### config.mk
export PLATFORM = sky130hd
export DESIGN_NAME = irq_hier_ctrl
export DESIGN_NICKNAME = d
export VERILOG_FILES = /design/src/rtl/irq_hier_pkg.sv /design/src/rtl/nic_cause_bank.sv /design/src/rtl/top_status_bank.sv /design/src/rtl/irq_hier_ctrl.sv
export SDC_FILE = /design/constraint.sdc
export NUM_CORES = 1
export LEC_CHECK = 0
export ABC_CLOCK_PERIOD_IN_PS = 2400
export BUFFER_PORTS_ARGS = -buffer_cell sky130_fd_sc_hd__buf_2
export CAP_MARGIN = 40
export CELL_PAD_IN_SITES_DETAIL_PLACEMENT = 0
export CELL_PAD_IN_SITES_GLOBAL_PLACEMENT = 1
export CORE_ASPECT_RATIO = 2
export CORE_MARGIN = 2
export CORE_UTILIZATION = 40
export CTS_BUF_LIST = sky130_fd_sc_hd__clkbuf_8
export DETAILED_ROUTE_END_ITERATION = 10
export PLACE_DENSITY = 0.8
export SYNTH_ARGS = -nofsm -noshare
export SYNTH_HDL_FRONTEND = slang
export SYNTH_SLANG_ARGS = --single-unit
export TNS_END_PERCENT = 10
### constraint.sdc
create_clock -name clk -period 2.4 [get_ports clk]
set_input_delay 0.36 -clock clk [delete_from_list [all_inputs] [get_ports clk]]
set_output_delay 0.36 -clock clk [all_outputs]
set_load 0.02 [all_outputs]
### src/rtl/irq_hier_pkg.sv
package irq_hier_pkg;
    localparam int BYTE_W = 8;
    localparam int NCMD_SRC = 3;

    localparam logic [BYTE_W-1:0] ADR_NIC_MASK  = 8'h08;
    localparam logic [BYTE_W-1:0] ADR_NIC_CAUSE = 8'h09;
    localparam logic [BYTE_W-1:0] ADR_TOP_MASK  = 8'h02;
    localparam logic [BYTE_W-1:0] ADR_TOP_STAT  = 8'h03;

    localparam int POS_PEND  = 7;
    localparam int POS_RESET = 6;
    localparam int POS_CHAL  = 4;
    localparam int POS_CHRES = 3;

    localparam logic [BYTE_W-1:0] LIVE_BITS = 8'hF8;
endpackage

### src/rtl/nic_cause_bank.sv
module nic_cause_bank #(
    parameter int W = irq_hier_pkg::BYTE_W
) (
    input  logic         clk,
    input  logic         rst_n,
    input  logic [W-1:0] evt_i,
    input  logic [W-1:0] clr_i,
    input  logic         mask_we_i,
    input  logic [W-1:0] mask_wdata_i,
    output logic [W-1:0] cause_o,
    output logic [W-1:0] mask_o,
    output logic         pend_o
);
    typedef struct packed {
        logic [W-1:0] cause;
        logic [W-1:0] mask;
    } bank_st_t;

    bank_st_t st_d, st_q;

    always_comb begin
        st_d = st_q;
        st_d.cause = (st_q.cause & ~clr_i) | evt_i;
        if (mask_we_i) begin
            st_d.mask = mask_wdata_i;
        end
    end

    always_ff @(posedge clk or negedge rst_n) begin
        if (!rst_n) begin
            st_q <= '0;
        end else begin
            st_q <= st_d;
        end
    end

    assign cause_o = st_q.cause;
    assign mask_o  = st_q.mask;
    assign pend_o  = |(st_q.cause & st_q.mask);


    evt_wins_chk: assert property (@(posedge clk) disable iff (!rst_n)
        (evt_i != '0) |=> ((st_q.cause & $past(evt_i)) == $past(evt_i)));


    clr_takes_chk: assert property (@(posedge clk) disable iff (!rst_n)
        (clr_i != '0) |=> ((st_q.cause & $past(clr_i & ~evt_i)) == '0));


    cause_hold_chk: assert property (@(posedge clk) disable iff (!rst_n)
        (evt_i == '0 && clr_i == '0) |=> $stable(st_q.cause));
endmodule

### src/rtl/top_status_bank.sv
module top_status_bank #(
    parameter int W    = irq_hier_pkg::BYTE_W,
    parameter int NSRC = irq_hier_pkg::NCMD_SRC,
    parameter int PEND_POS = irq_hier_pkg::POS_PEND,
    parameter int unsigned SRC_POS [NSRC] = '{irq_hier_pkg::POS_RESET,
                                              irq_hier_pkg::POS_CHAL,
                                              irq_hier_pkg::POS_CHRES},
    parameter logic [W-1:0] LIVE = irq_hier_pkg::LIVE_BITS
) (
    input  logic            clk,
    input  logic            rst_n,
    input  logic            pend_i,
    input  logic [NSRC-1:0] sevt_i,
    input  logic [W-1:0]    clr_i,
    input  logic            tmask_we_i,
    input  logic [W-1:0]    tmask_wdata_i,
    output logic [W-1:0]    status_o,
    output logic [W-1:0]    tmask_o,
    output logic            irq_o
);
    typedef struct packed {
        logic [NSRC-1:0] lat;
        logic [W-1:0]    tmask;
        logic            irq;
    } top_st_t;

    top_st_t st_d, st_q;
    logic [W-1:0] status_w;

    always_comb begin
        status_w = '0;
        status_w[PEND_POS] = pend_i;
        for (int i = 0; i < NSRC; i++) begin
            status_w[SRC_POS[i]] = st_q.lat[i];
        end
    end

    always_comb begin
        st_d = st_q;
        for (int i = 0; i < NSRC; i++) begin
            st_d.lat[i] = (st_q.lat[i] & ~clr_i[SRC_POS[i]]) | sevt_i[i];
        end
        if (tmask_we_i) begin
            st_d.tmask = tmask_wdata_i;
        end
        st_d.irq = |(status_w & st_q.tmask & LIVE);
    end

    always_ff @(posedge clk or negedge rst_n) begin
        if (!rst_n) begin
            st_q <= '0;
        end else begin
            st_q <= st_d;
        end
    end

    assign status_o = status_w;
    assign tmask_o  = st_q.tmask;
    assign irq_o    = st_q.irq;


    lat_set_chk: assert property (@(posedge clk) disable iff (!rst_n)
        (sevt_i != '0) |=> ((st_q.lat & $past(sevt_i)) == $past(sevt_i)));
endmodule

### src/rtl/irq_hier_ctrl.sv
module irq_hier_ctrl
    import irq_hier_pkg::*;
#(
    parameter int W    = BYTE_W,
    parameter int NSRC = NCMD_SRC
) (
    input  logic            clk,
    input  logic            rst_n,
    input  logic [W-1:0]    nic_evt_i,
    input  logic [NSRC-1:0] cmd_evt_i,
    input  logic            reg_cmd_i,
    input  logic            reg_we_i,
    input  logic [W-1:0]    reg_addr_i,
    input  logic [W-1:0]    reg_wdata_i,
    output logic [W-1:0]    reg_rdata_o,
    output logic            irq_o
);
    logic         hit_ncause, hit_nmask, hit_tstat, hit_tmask;
    logic [W-1:0] nic_clr, top_clr;
    logic [W-1:0] cause_w, nmask_w, status_w, tmask_w;
    logic         pend_w;

    assign hit_ncause = !reg_cmd_i && (reg_addr_i == ADR_NIC_CAUSE);
    assign hit_nmask  = !reg_cmd_i && (reg_addr_i == ADR_NIC_MASK);
    assign hit_tstat  =  reg_cmd_i && (reg_addr_i == ADR_TOP_STAT);
    assign hit_tmask  =  reg_cmd_i && (reg_addr_i == ADR_TOP_MASK);

    assign nic_clr = (reg_we_i && hit_ncause) ? reg_wdata_i : '0;
    assign top_clr = (reg_we_i && hit_tstat)  ? reg_wdata_i : '0;

    nic_cause_bank #(.W(W)) u_nic (
        .clk          (clk),
        .rst_n        (rst_n),
        .evt_i        (nic_evt_i),
        .clr_i        (nic_clr),
        .mask_we_i    (reg_we_i && hit_nmask),
        .mask_wdata_i (reg_wdata_i),
        .cause_o      (cause_w),
        .mask_o       (nmask_w),
        .pend_o       (pend_w)
    );

    top_status_bank #(.W(W), .NSRC(NSRC)) u_top (
        .clk           (clk),
        .rst_n         (rst_n),
        .pend_i        (pend_w),
        .sevt_i        (cmd_evt_i),
        .clr_i         (top_clr),
        .tmask_we_i    (reg_we_i && hit_tmask),
        .tmask_wdata_i (reg_wdata_i),
        .status_o      (status_w),
        .tmask_o       (tmask_w),
        .irq_o         (irq_o)
    );

    always_comb begin
        reg_rdata_o = '0;
        if (hit_ncause) reg_rdata_o = cause_w;
        if (hit_nmask)  reg_rdata_o = nmask_w;
        if (hit_tstat)  reg_rdata_o = status_w;
        if (hit_tmask)  reg_rdata_o = tmask_w;
    end


    irq_follow_chk: assert property (@(posedge clk) disable iff (!rst_n)
        (pend_w && tmask_w[POS_PEND]) |=> irq_o);


    irq_quiet_chk: assert property (@(posedge clk) disable iff (!rst_n)
        (tmask_w == '0) |=> !irq_o);
endmodule

== Word-level counts from Yosys, hierarchy flattened ==
Index checks and enable logic that the tools add are counted.
Word-level totals
  flip-flop bits (word level): 28
  bits in latches: 0
  bits in writable memories: 0
  memory bits (read-only): 0
  input bits: 31
  output and inout bits: 9
  logic and storage cells: 40
  memories kept: 0
Operators by class
  add/sub/neg operators: 0
  multipliers: 0
  div/mod/pow operators: 0
  order comparisons: 0
  eq/ne operators: 4
  shift operators: 0
  muxes and demuxes: 6
  bitwise gates (word level): 14
  reduce and logical (&&, ||, !) cells: 11
Operators with widths (number)
  8-bit two-way mux: 5
  8-bit AND: 3
  8-bit by 2-bit == test with 1-bit output, second input constant: 2
  8-bit by 4-bit == test with 1-bit output, second input constant: 2
  1-bit logical AND: 8
  8-bit inverter: 1
  8-bit bitwise OR: 1
  8-bit OR reduction: 1
  7-bit two-way mux: 1
  5-bit OR reduction: 1
  1-bit AND: 3
  1-bit inverter: 3
  1-bit bitwise OR: 3
  1-bit zero test: 1

== Longest topological paths before layout ==
Gate-level depths: netlist of the first run.
  depth in word-level cells: 7
  mapped depth: 5
  depth with buffers taken out: 3

== Hierarchy ==
From an unflattened synthesis of the first run, not the netlist that was laid out.
Unflattened totals
  cell total of the unflattened synthesis: 155
  area total of the unflattened synthesis: 1644.1 um2
By module, submodules not included
  nic_cause_bank: times used 1, cells an instance 46, area an instance 658.1 um2, seq. area each 400.4 um2
  top_status_bank: times used 1, cells an instance 36, area an instance 525.5 um2, seq. area each 300.3 um2
  irq_hier_ctrl: times used 1, cells an instance 73, area an instance 460.4 um2, seq. area each 0.0 um2

== Least setup slack after synthesis of the first run ==
No wires, ideal clock.
  path kind: input to output
  start point: input reg_addr_i[5]
  end point: output reg_rdata_o[6]
  arrival time: 1.440 ns
  required time: 2.040 ns
  path slack: 0.600 ns
  stages: 5
  path buffers: 2
  path through: nor3_2 > buf_6 > buf_4 > nand3_1 > o22ai_1
On the way
  longest elaborated chain between the ends: 6
  elaborated cells on any way between the ends: 12
  those cells by class: 4 x eq/ne; 4 x mux; 4 x reduce/logical
RTL lines
  start, declared: line irq_hier_ctrl.sv:13  | input logic [W-1:0] reg_addr_i,
  8-bit by 4-bit == test with 1-bit output: line irq_hier_ctrl.sv:23  | assign hit_ncause = !reg_cmd_i && (reg_addr_i == ADR_NIC_CAUSE);
  1-bit logical AND: line irq_hier_ctrl.sv:23
  8-bit two-way mux: line irq_hier_ctrl.sv:58  | if (hit_ncause) reg_rdata_o = cause_w;
  8-bit two-way mux: line irq_hier_ctrl.sv:59  | if (hit_nmask) reg_rdata_o = nmask_w;
  8-bit two-way mux: line irq_hier_ctrl.sv:60  | if (hit_tstat) reg_rdata_o = status_w;
  8-bit two-way mux (*): line irq_hier_ctrl.sv:61  | if (hit_tmask) reg_rdata_o = tmask_w;
  end, declared: line irq_hier_ctrl.sv:15  | output logic [W-1:0] reg_rdata_o,
Mark *: on every way between the ends. The rest lies on a longest branch, timed or not.

== Worst setup path after layout of the first run ==
  start point: input reg_addr_i[3]
  end point: output reg_rdata_o[7]
The elaborated chain is that of the path after synthesis.

==> impl_metrics.json, run 1 <==
{
  "start_util": 0.419,
  "drtAntennaViolNets": 0,
  "finalPower_mw": 0.837,
  "cp_max_fo": 15,
  "syn_area_um2": 1510,
  "combPwrFrac": 0.124,
  "crit_family": "simple AND/OR/NAND/NOR gates",
  "peakVddDrop_uv": 435,
  "period_minus_slack_ns": 2.04,
  "design.core.area_um2": 3610,
  "crit_chain": "buf_2, and3b_1, o2111ai_1, o211ai_1, buf_2",
  "worst_pin_slew_ns": 0.633,
  "cts_root_buffer": "clkbuf_8",
  "grt_max_degree": 29,
  "detailed_place_hpwl_mm": 2.76,
  "hold_buffers": 0,
  "wl_per_cell_um": 17.5,
  "r2r_cells": 3,
  "grt_pass1_vias": 1252,
  "cap_violations": 0,
  "clkTransAtPathRegs_ns": 0.09,
  "cts_tree": "done",
  "outcome": "finished, final reports clean",
  "reg2reg_slack_ns": 1.33,
  "nNetsFinal": 195,
  "cts_made_buffers": 3,
  "rsz0062_at_grt": "no",
  "synth_cell_types": 31,
  "num_vias": 1237,
  "crit_buf_inv": 2,
  "syn_inst": 126,
  "drc": 0,
  "critPathMaxStageDelay_ns": 0.61,
  "p_clk_frac": 0.295,
  "clockBufferDepth": 2,
  "required_ns": 2.04,
  "port_buffers": 39,
  "crit_slowest_cell": "and3b_1",
  "die-area_um2": 4320,
  "die_x_um": 47.5,
  "clock.fmax_mhz": 490,
  "track_usage": 0.185,
  "final_hold_viol_count": 0,
  "yosysSeqAreaShare": 0.464,
  "final.period_utilization": 0.851,
  "path_common_cell": "buf_2",
  "hold_path.class": "primary input to async pin",
  "post_cts_buffers": 0,
  "ctsResizeCount": 0,
  "whs_ns": 0.0964,
  "num_rows": 31,
  "critPathArrivalTime_ns": 1.68,
  "power.net_switching_mw": 0.200,
  "crit_cells": 5,
  "crit_path_end_kind": "primary output",
  "drv_slew": 0,
  "p_int_mw": 0.636,
  "grt_pass1_wl_mm": 5.82,
  "tns_ns": 0,
  "final_common_cell": "buf_2",
  "area_delta_synth_final_pct": 18.4,
  "startpoint": "reg_addr_i[3]",
  "fillers": 343,
  "syn_nets": 157,
  "final_cell_mix": "buf_2, dfrtp_1, mux2_2",
  "clk-insertion-delay-late_ns": 0.27,
  "seq_power_share": 0.581,
  "viasPerCell": 5.86,
  "yosys_warnings": 0,
  "drive_gt1_frac": 0.407,
  "drtIter0Drc": 54,
  "clock_skew_ns": 0.00303,
  "setup-violations-final": 0,
  "dr.pass1.iters": 4,
  "start_kind": "primary input",
  "ys_ff_latch": 28,
  "path_class": "primary input to primary output",
  "gp_congestion": 0.770,
  "htreeDepth": 1,
  "power_density_nw_per_um2": 468,
  "grt-ovfl-total": 0,
  "antennaDiodeCount": 0,
  "antenna_found_initial": 0,
  "drt_wl_total_mm": 3.69,
  "clock-sinks": 28,
  "rr_endpoint": "u_top.irq_o$_DFF_PN0_",
  "ios": 40,
  "slew_headroom": 0.578,
  "die_y_um": 90.9,
  "p_sw_frac": 0.239,
  "r2r-start": "u_nic.mask_o[5]$_DFFE_PN0P_",
  "avgSynthCellArea_um2": 12.0,
  "p_leak_nw": 0.796,
  "crit_end": "reg_rdata_o[7]"
}
kinds of logic after synthesis:
logic type / count (synthesis) / share of synthesized area
AO/OA/AOI/OAI: 37 / 0.192
AND/OR/NAND/NOR: 35 / 0.186
flip-flops: 28 / 0.464
multiplexers: 16 / 0.119
buffers and inverters: 10 / 0.0389
how the worst min path moves through the flow:
stage          startpoint                           to  cells past startpoint
2_1_floorplan       rst_n   u_nic.cause_o[0]$_DFF_PN0_                      0
3_3_place_gp        rst_n  u_top.status_o[4]$_DFF_PN0_                      1
3_5_place_dp        rst_n  u_top.status_o[4]$_DFF_PN0_                      1
4_1_cts             rst_n  u_top.status_o[4]$_DFF_PN0_                      1
5_1_grt             rst_n   u_nic.cause_o[4]$_DFF_PN0_                      1
6_report            rst_n  u_top.status_o[4]$_DFF_PN0_                      1
cells in the mapped netlist:
| cell type | number | share of area |
|---|---|---|
| mux2_2 | 16 | 0.12 |
| nand4_1 | 12 | 0.050 |
| a21o_1 | 11 | 0.055 |
| a22oi_1 | 10 | 0.050 |
| nor2_1 | 1 | 0.0025 |
| buf_6 | 1 | 0.0074 |
| o211ai_1 | 2 | 0.0099 |
| inv_1 | 1 | 0.0025 |
| o22ai_1 | 3 | 0.012 |
| o21ai_0 | 1 | 0.0033 |
| nand3_1 | 1 | 0.0033 |
| buf_4 | 2 | 0.0099 |
| nand4_4 | 2 | 0.028 |
| buf_2 | 4 | 0.013 |
| clkbuf_2 | 1 | 0.0033 |
| clkbuf_1 | 1 | 0.0025 |
| nor4bb_1 | 1 | 0.0066 |
| and4b_1 | 1 | 0.0066 |
| and3b_1 | 1 | 0.0058 |
| a22o_1 | 4 | 0.023 |
| nor3_4 | 1 | 0.011 |
| and4_1 | 1 | 0.0058 |
| dfrtp_1 | 28 | 0.46 |
| o2111ai_1 | 1 | 0.0058 |
| and2_1 | 2 | 0.0083 |
| a32o_1 | 4 | 0.026 |
| a222oi_1 | 1 | 0.0066 |
| nand2_1 | 1 | 0.0025 |
| and3_1 | 9 | 0.037 |
| nor3b_4 | 1 | 0.012 |
| nor3_2 | 1 | 0.0066 |
flip-flops by register name (all words and copies together), names as in the netlist:
| register | count |
|---|---|
| u_nic.cause_o | 8 |
| u_nic.mask_o | 8 |
| u_top.irq_o | 1 |
| u_top.status_o | 3 |
| u_top.tmask_o | 8 |
stage by stage:
stage	setup slack [ns]	cell area, um2	util	std cells
after global routing	0.254	1790	0.496	211
after detailed placement	0.357	1750	0.485	208
after floorplan	0.600	1510	-	126
after global placement	0.383	1750	0.485	208
final	0.358	1790	0.496	211
after CTS	0.350	1790	0.496	211
final cells by class:
cell class	count	area, um2	area share
clock buffers	3	41.3	0.0231
inverters	1	3.75	0.00210
well taps	49	61.3	0.0343
multi-input cells	88	752	0.420
flip-flops and latches	28	701	0.392
repair buffers	42	230	0.129
power groups by stage:
stage | Sequential, mW | Combinational [mW] | Clock, mW
global placement | 0.495 | 0.104 | 0
detailed placement | 0.495 | 0.105 | 0
floorplan | 0.495 | 0.0495 | 0
finish | 0.486 | 0.104 | 0.247
global route | 0.487 | 0.115 | 0.273
CTS | 0.486 | 0.105 | 0.254
routing by layer:
metal  vias up  wire length, um  track usage  part of all wire
li1        579                -            -                 -
met1       606             1370        0.231              0.37
met2        46             2060        0.300              0.56
met3         6              192       0.0219             0.052
met4         0               65       0.0810             0.018
met5         -                0            0                 0
Note: power is estimated with default switching activity, not from simulation.
==> run 2: changes to the inputs <==
--- a/config.mk
+++ b/config.mk
@@ -5,6 +5,7 @@
 export SDC_FILE = /design/constraint.sdc
 export NUM_CORES = 1
 export LEC_CHECK = 0
+export ABC_AREA = 1
 export ABC_CLOCK_PERIOD_IN_PS = 2400
 export BUFFER_PORTS_ARGS = -buffer_cell sky130_fd_sc_hd__buf_2
 export CAP_MARGIN = 40
@@ -15,8 +16,9 @@
 export CORE_UTILIZATION = 40
 export CTS_BUF_LIST = sky130_fd_sc_hd__clkbuf_8
 export DETAILED_ROUTE_END_ITERATION = 10
-export PLACE_DENSITY = 0.8
+export PLACE_DENSITY = 0.85
 export SYNTH_ARGS = -nofsm -noshare
 export SYNTH_HDL_FRONTEND = slang
+export SYNTH_HIERARCHICAL = 1
 export SYNTH_SLANG_ARGS = --single-unit
 export TNS_END_PERCENT = 10
==> run 2 against run 1 <==
  * Setup slack improved by 0.18 ns
  * Synthesized area rose by 11%
  * Via count rose by 26%
  * Largest cell class unchanged
==> impl_metrics.json, run 2 <==
{
  "outcome": "finished, final reports clean",
  "final_cell_count_no_fill": 319,
  "wl_per_cell_um": 12.7,
  "reg2reg_slack_ns": 1.31,
  "whs_ns": 0.0891,
  "worst_pin_slew_ns": 0.620,
  "drive_gt1_frac": 0.228,
  "p_leak_nw": 1.15,
  "tns_ns": 0,
  "die-area_um2": 4770,
  "drtAntennaViolNets": 0,
  "clock-sinks": 28,
  "critPathMaxStageDelay_ns": 0.36,
  "clockBufferDepth": 2,
  "final_hold_viol_count": 0,
  "placedCellCount": 315,
  "period_minus_slack_ns": 1.86,
  "avgSynthCellArea_um2": 7.34,
  "clk-insertion-delay-late_ns": 0.27,
  "hold_path.class": "primary input to async pin",
  "multi_input_area_um2": 747,
  "clock_skew_ns": 0.00208,
  "fillers": 450,
  "area_delta_synth_final_pct": 15.9,
  "start_kind": "primary input",
  "crit_slowest_cell": "nor2_2",
  "final.period_utilization": 0.775,
  "drt_wl_total_mm": 4.05,
  "ctsResizeCount": 0,
  "crit_path_end_kind": "primary output",
  "track_usage": 0.185,
  "grt_pass1_wl_mm": 6.67,
  "final_common_cell": "nand2_1",
  "path_class": "primary input to primary output",
  "cts_tree": "done",
  "yosys_warnings": 6,
  "peakVddDrop_uv": 379,
  "ios": 40,
  "gp_congestion": 0.758,
  "grt-ovfl-total": 0,
  "die_x_um": 49.8,
  "startpoint": "reg_addr_i[7]",
  "finalPower_mw": 0.879,
  "drv_slew": 0,
  "grt_max_degree": 29,
  "slew_headroom": 0.587,
  "syn_area_um2": 1680,
  "syn_inst": 229,
  "drtIter0Drc": 24,
  "pre_cts_slack_ns": 0.521,
  "power_density_nw_per_um2": 452,
  "antennaDiodeCount": 0,
  "clkTransAtPathRegs_ns": 0.09,
  "grt_pass1_vias": 1490,
  "nNetsFinal": 299,
  "clock.fmax_mhz": 538,
  "final_cell_mix": "nand2_1, inv_1, buf_2",
  "r2r-start": "u_nic/cause_o[3]$_DFF_PN0_",
  "post_cts_buffers": 0,
  "design.core.area_um2": 4050,
  "drc": 0,
  "num_rows": 33,
  "critPathArrivalTime_ns": 1.50,
  "seqCellArea_um2": 701,
  "die_y_um": 95.7,
  "antenna_found_initial": 0,
  "viasPerCell": 4.89,
  "cap_violations": 0,
  "required_ns": 2.04,
  "cts_made_buffers": 3,
  "start_util": 0.415,
  "crit_chain": "buf_2, nor2_1, nand2_2, nor2_2, nand3_1, nand4_1, buf_2",
  "cts_root_buffer": "clkbuf_8",
  "cp_max_fo": 7,
  "setup-violations-final": 0,
  "htreeDepth": 1,
  "port_buffers": 39,
  "hold_buffers": 0,
  "layout_setup_ws_ns": 0.541,
  "rsz0062_at_grt": "no",
  "path_common_cell": "buf_2",
  "dr.pass1.iters": 4,
  "num_vias": 1559,
  "detailed_place_hpwl_mm": 3.07
}
==> run 2: worst paths after layout <==
| kind | end | cells past startpoint |
|---|---|---|
| worst min register to register | u_top/tmask_o[0]$_DFFE_PN0P_ | 2 |
| worst min-delay path | u_top/status_o[6]$_DFF_PN0_ | 1 |
| min in group clk | u_nic/cause_o[0]$_DFF_PN0_ | 2 |
| max in group asynchronous | u_nic/mask_o[1]$_DFFE_PN0P_ | 1 |
| worst max-delay path | reg_rdata_o[0] | 7 |
| worst max register to register | u_top/irq_o$_DFF_PN0_ | 8 |
==> run 2: report_power, final <==
part | total, mW | switching (mW) | internal (mW)
clock network | 0.293 | 0.146 | 0.147
registers | 0.494 | 0.00927 | 0.484
logic | 0.0927 | 0.0592 | 0.0335
==> run 2: final cells by class <==
| cell class | instances | share of cell area |
|---|---|---|
| clock buffer | 4 | 0.0283 |
| multi-input combinational | 149 | 0.384 |
| sequential | 28 | 0.360 |
| tap | 52 | 0.0334 |
| inverter | 45 | 0.0868 |
| timing repair buffer | 41 | 0.108 |
==> run 2: metal layers <==
layer	GRT usage	share of wire
met2	0.344	0.53
met4	0.0787	0.023
met5	0	0
met1	0.210	0.42
met3	0.0172	0.033
==> run 2: through the flow <==
stage,cell area (um2),utilization
final,1950,0.481
after CTS,1950,0.481
after floorplan,1690,-
after global routing,1950,0.481
after detailed placement,1890,0.468
after global placement,1890,0.468
==> run 2: worst max-delay path: cells and delay by family <==
family	cells	cell delay [ns]
simple gates	5	0.87
buf+inv	2	0.26
==> run 3: changes to the inputs <==
--- a/config.mk
+++ b/config.mk
@@ -6,17 +6,17 @@
 export NUM_CORES = 1
 export LEC_CHECK = 0
 export ABC_AREA = 1
-export ABC_CLOCK_PERIOD_IN_PS = 2400
+export ABC_CLOCK_PERIOD_IN_PS = 1890
 export BUFFER_PORTS_ARGS = -buffer_cell sky130_fd_sc_hd__buf_2
 export CAP_MARGIN = 40
 export CELL_PAD_IN_SITES_DETAIL_PLACEMENT = 0
 export CELL_PAD_IN_SITES_GLOBAL_PLACEMENT = 1
 export CORE_ASPECT_RATIO = 2
 export CORE_MARGIN = 2
-export CORE_UTILIZATION = 40
+export CORE_UTILIZATION = 39
 export CTS_BUF_LIST = sky130_fd_sc_hd__clkbuf_8
 export DETAILED_ROUTE_END_ITERATION = 10
-export PLACE_DENSITY = 0.85
+export PLACE_DENSITY = 0.83
 export SYNTH_ARGS = -nofsm -noshare
 export SYNTH_HDL_FRONTEND = slang
 export SYNTH_HIERARCHICAL = 1
==> constraint.sdc (replaced) <==
create_clock -name clk -period 1.89 [get_ports clk]
set_input_delay 0.2835 -clock clk [delete_from_list [all_inputs] [get_ports clk]]
set_output_delay 0.2835 -clock clk [all_outputs]
set_load 0.02 [all_outputs]
==> run 3 against run 2 <==
  * Combinational power up 26%
  * Global-route usage about the same
  * Clock power up 9.2%
  * Final area about the same
  * Cell count up 0.31%
  * Via count down 1.3%
  * Sequential cell count unchanged
  * Clock-buffer cell count down 1
  * Largest cell class unchanged
==> impl_metrics.json, run 3 (synthesis results as in run 2) <==
{
  "rsz0062_at_grt": "no",
  "cts_tree": "done",
  "ctsResizeCount": 0,
  "crit_end": "reg_rdata_o[7]",
  "outcome": "finished, final reports clean",
  "cp_max_fo": 7,
  "clock-sinks": 28,
  "die_y_um": 96.8,
  "power_density_nw_per_um2": 547,
  "rr_endpoint": "u_top/irq_o$_DFF_PN0_",
  "port_buffers": 39,
  "drtAntennaViolNets": 0,
  "antennaDiodeCount": 0,
  "cts_made_buffers": 3,
  "dr.pass1.iters": 4,
  "drv_slew": 0,
  "clockBufferDepth": 2,
  "final_common_cell": "nand2_1",
  "clkTransAtPathRegs_ns": 0.09,
  "gp_congestion": 0.768,
  "crit_slowest_cell": "nor2_2",
  "placedCellCount": 317,
  "tns_ns": 0,
  "die-area_um2": 4880,
  "period_minus_slack_ns": 1.71,
  "clock_skew_ns": 0.00204,
  "drtIter0Drc": 43,
  "final_area_um2": 1950,
  "start_util": 0.407,
  "setup-violations-final": 0,
  "path_common_cell": "buf_2",
  "ios": 40,
  "r2r_cells": 8,
  "final.period_utilization": 0.906,
  "wl_per_cell_um": 12.9,
  "required_ns": 1.61,
  "antenna_found_initial": 0,
  "critPathArrivalTime_ns": 1.43,
  "post_cts_buffers": 0,
  "grt_pass1_wl_mm": 7.04,
  "peakVddDrop_uv": 380,
  "num_vias": 1538,
  "track_usage": 0.185,
  "hold_buffers": 0,
  "drc": 0,
  "design.core.area_um2": 4130,
  "grt_max_degree": 29,
  "htreeDepth": 1,
  "area_delta_synth_final_pct": 15.9,
  "nNetsFinal": 301,
  "crit_chain": "buf_2, nor2_1, nand2_2, nor2_2, nand3_1, nand4_1, buf_2",
  "final_cell_mix": "nand2_1, inv_1, buf_2",
  "dpl_cell_area_um2": 1910,
  "drive_gt1_frac": 0.231,
  "final_hold_viol_count": 0,
  "drt_wl_total_mm": 4.13,
  "slew_headroom": 0.585,
  "die_x_um": 50.4,
  "fillers": 485,
  "clk-insertion-delay-late_ns": 0.27,
  "start_kind": "primary input",
  "p_leak_nw": 1.15,
  "grt_pass1_vias": 1595,
  "grt-ovfl-total": 0,
  "num_rows": 33,
  "critPathMaxStageDelay_ns": 0.35,
  "cts_root_buffer": "clkbuf_8",
  "clock.fmax_mhz": 584,
  "crit_path_end_kind": "primary output",
  "viasPerCell": 4.81,
  "hold_path.class": "primary input to async pin",
  "detailed_place_hpwl_mm": 3.15,
  "startpoint": "reg_addr_i[5]",
  "finalPower_mw": 1.06,
  "final_cell_count_no_fill": 320,
  "reg2reg_slack_ns": 0.85,
  "r2r-start": "u_nic/cause_o[3]$_DFF_PN0_",
  "cap_violations": 0,
  "path_class": "primary input to primary output",
  "worst_pin_slew_ns": 0.623
}
run 3: cell types whose count changed in the layout (fill, tap and decap cells not counted):
cell      change
buf_4         +2
clkbuf_8      -1
run 3: critical path: cells and delay by family:
| kind | cells | cell delay [ns] |
|---|---|---|
| simple gates | 5 | 0.87 |
| buf+inv | 2 | 0.26 |
run 3: routing by layer:
layer,track usage,up-vias,routed length (um)
met2,0.353,28,2310
li1,-,793,-
met4,0.0561,0,61
met1,0.205,712,1640
met5,0,-,0
met3,0.0185,5,117
run 3: cell type report:
cell class	instances	area, um2	share of cell area
inverter	45	169	0.0867
clock buffer	3	41.3	0.0212
tap	52	65.1	0.0334
timing repair buffer	43	225	0.116
multi-input combinational	149	747	0.383
sequential	28	701	0.360
run 3: worst min-delay path by stage:
stage / slack [ns] / startpoint / cells past startpoint / end
after floorplan: -0.01 / rst_n / 0 / u_nic/cause_o[0]$_DFF_PN0_
after global placement: 0.34 / rst_n / 1 / u_nic/cause_o[0]$_DFF_PN0_
after detailed placement: 0.34 / rst_n / 1 / u_nic/cause_o[0]$_DFF_PN0_
after CTS: 0.04 / rst_n / 1 / u_nic/mask_o[4]$_DFFE_PN0P_
after global routing: 0.07 / rst_n / 1 / u_nic/cause_o[4]$_DFF_PN0_
final: 0.01 / rst_n / 1 / u_nic/cause_o[0]$_DFF_PN0_
run 3: power by group:
group	internal, mW	leakage [nW]	switching, mW
combinational	0.0439	0.882	0.0734
clock	0.143	0.0216	0.177
sequential	0.615	0.250	0.0124
total	0.802	1.15	0.263
run 3: stage by stage:
stage               hold WS, ns  setup WS [ns]   util
floorplan               -0.0121          0.335      -
global placement          0.338          0.177  0.462
detailed placement        0.341          0.166  0.462
CTS                      0.0403          0.181  0.472
global route             0.0744         0.0473  0.472
finish                   0.0145          0.179  0.472
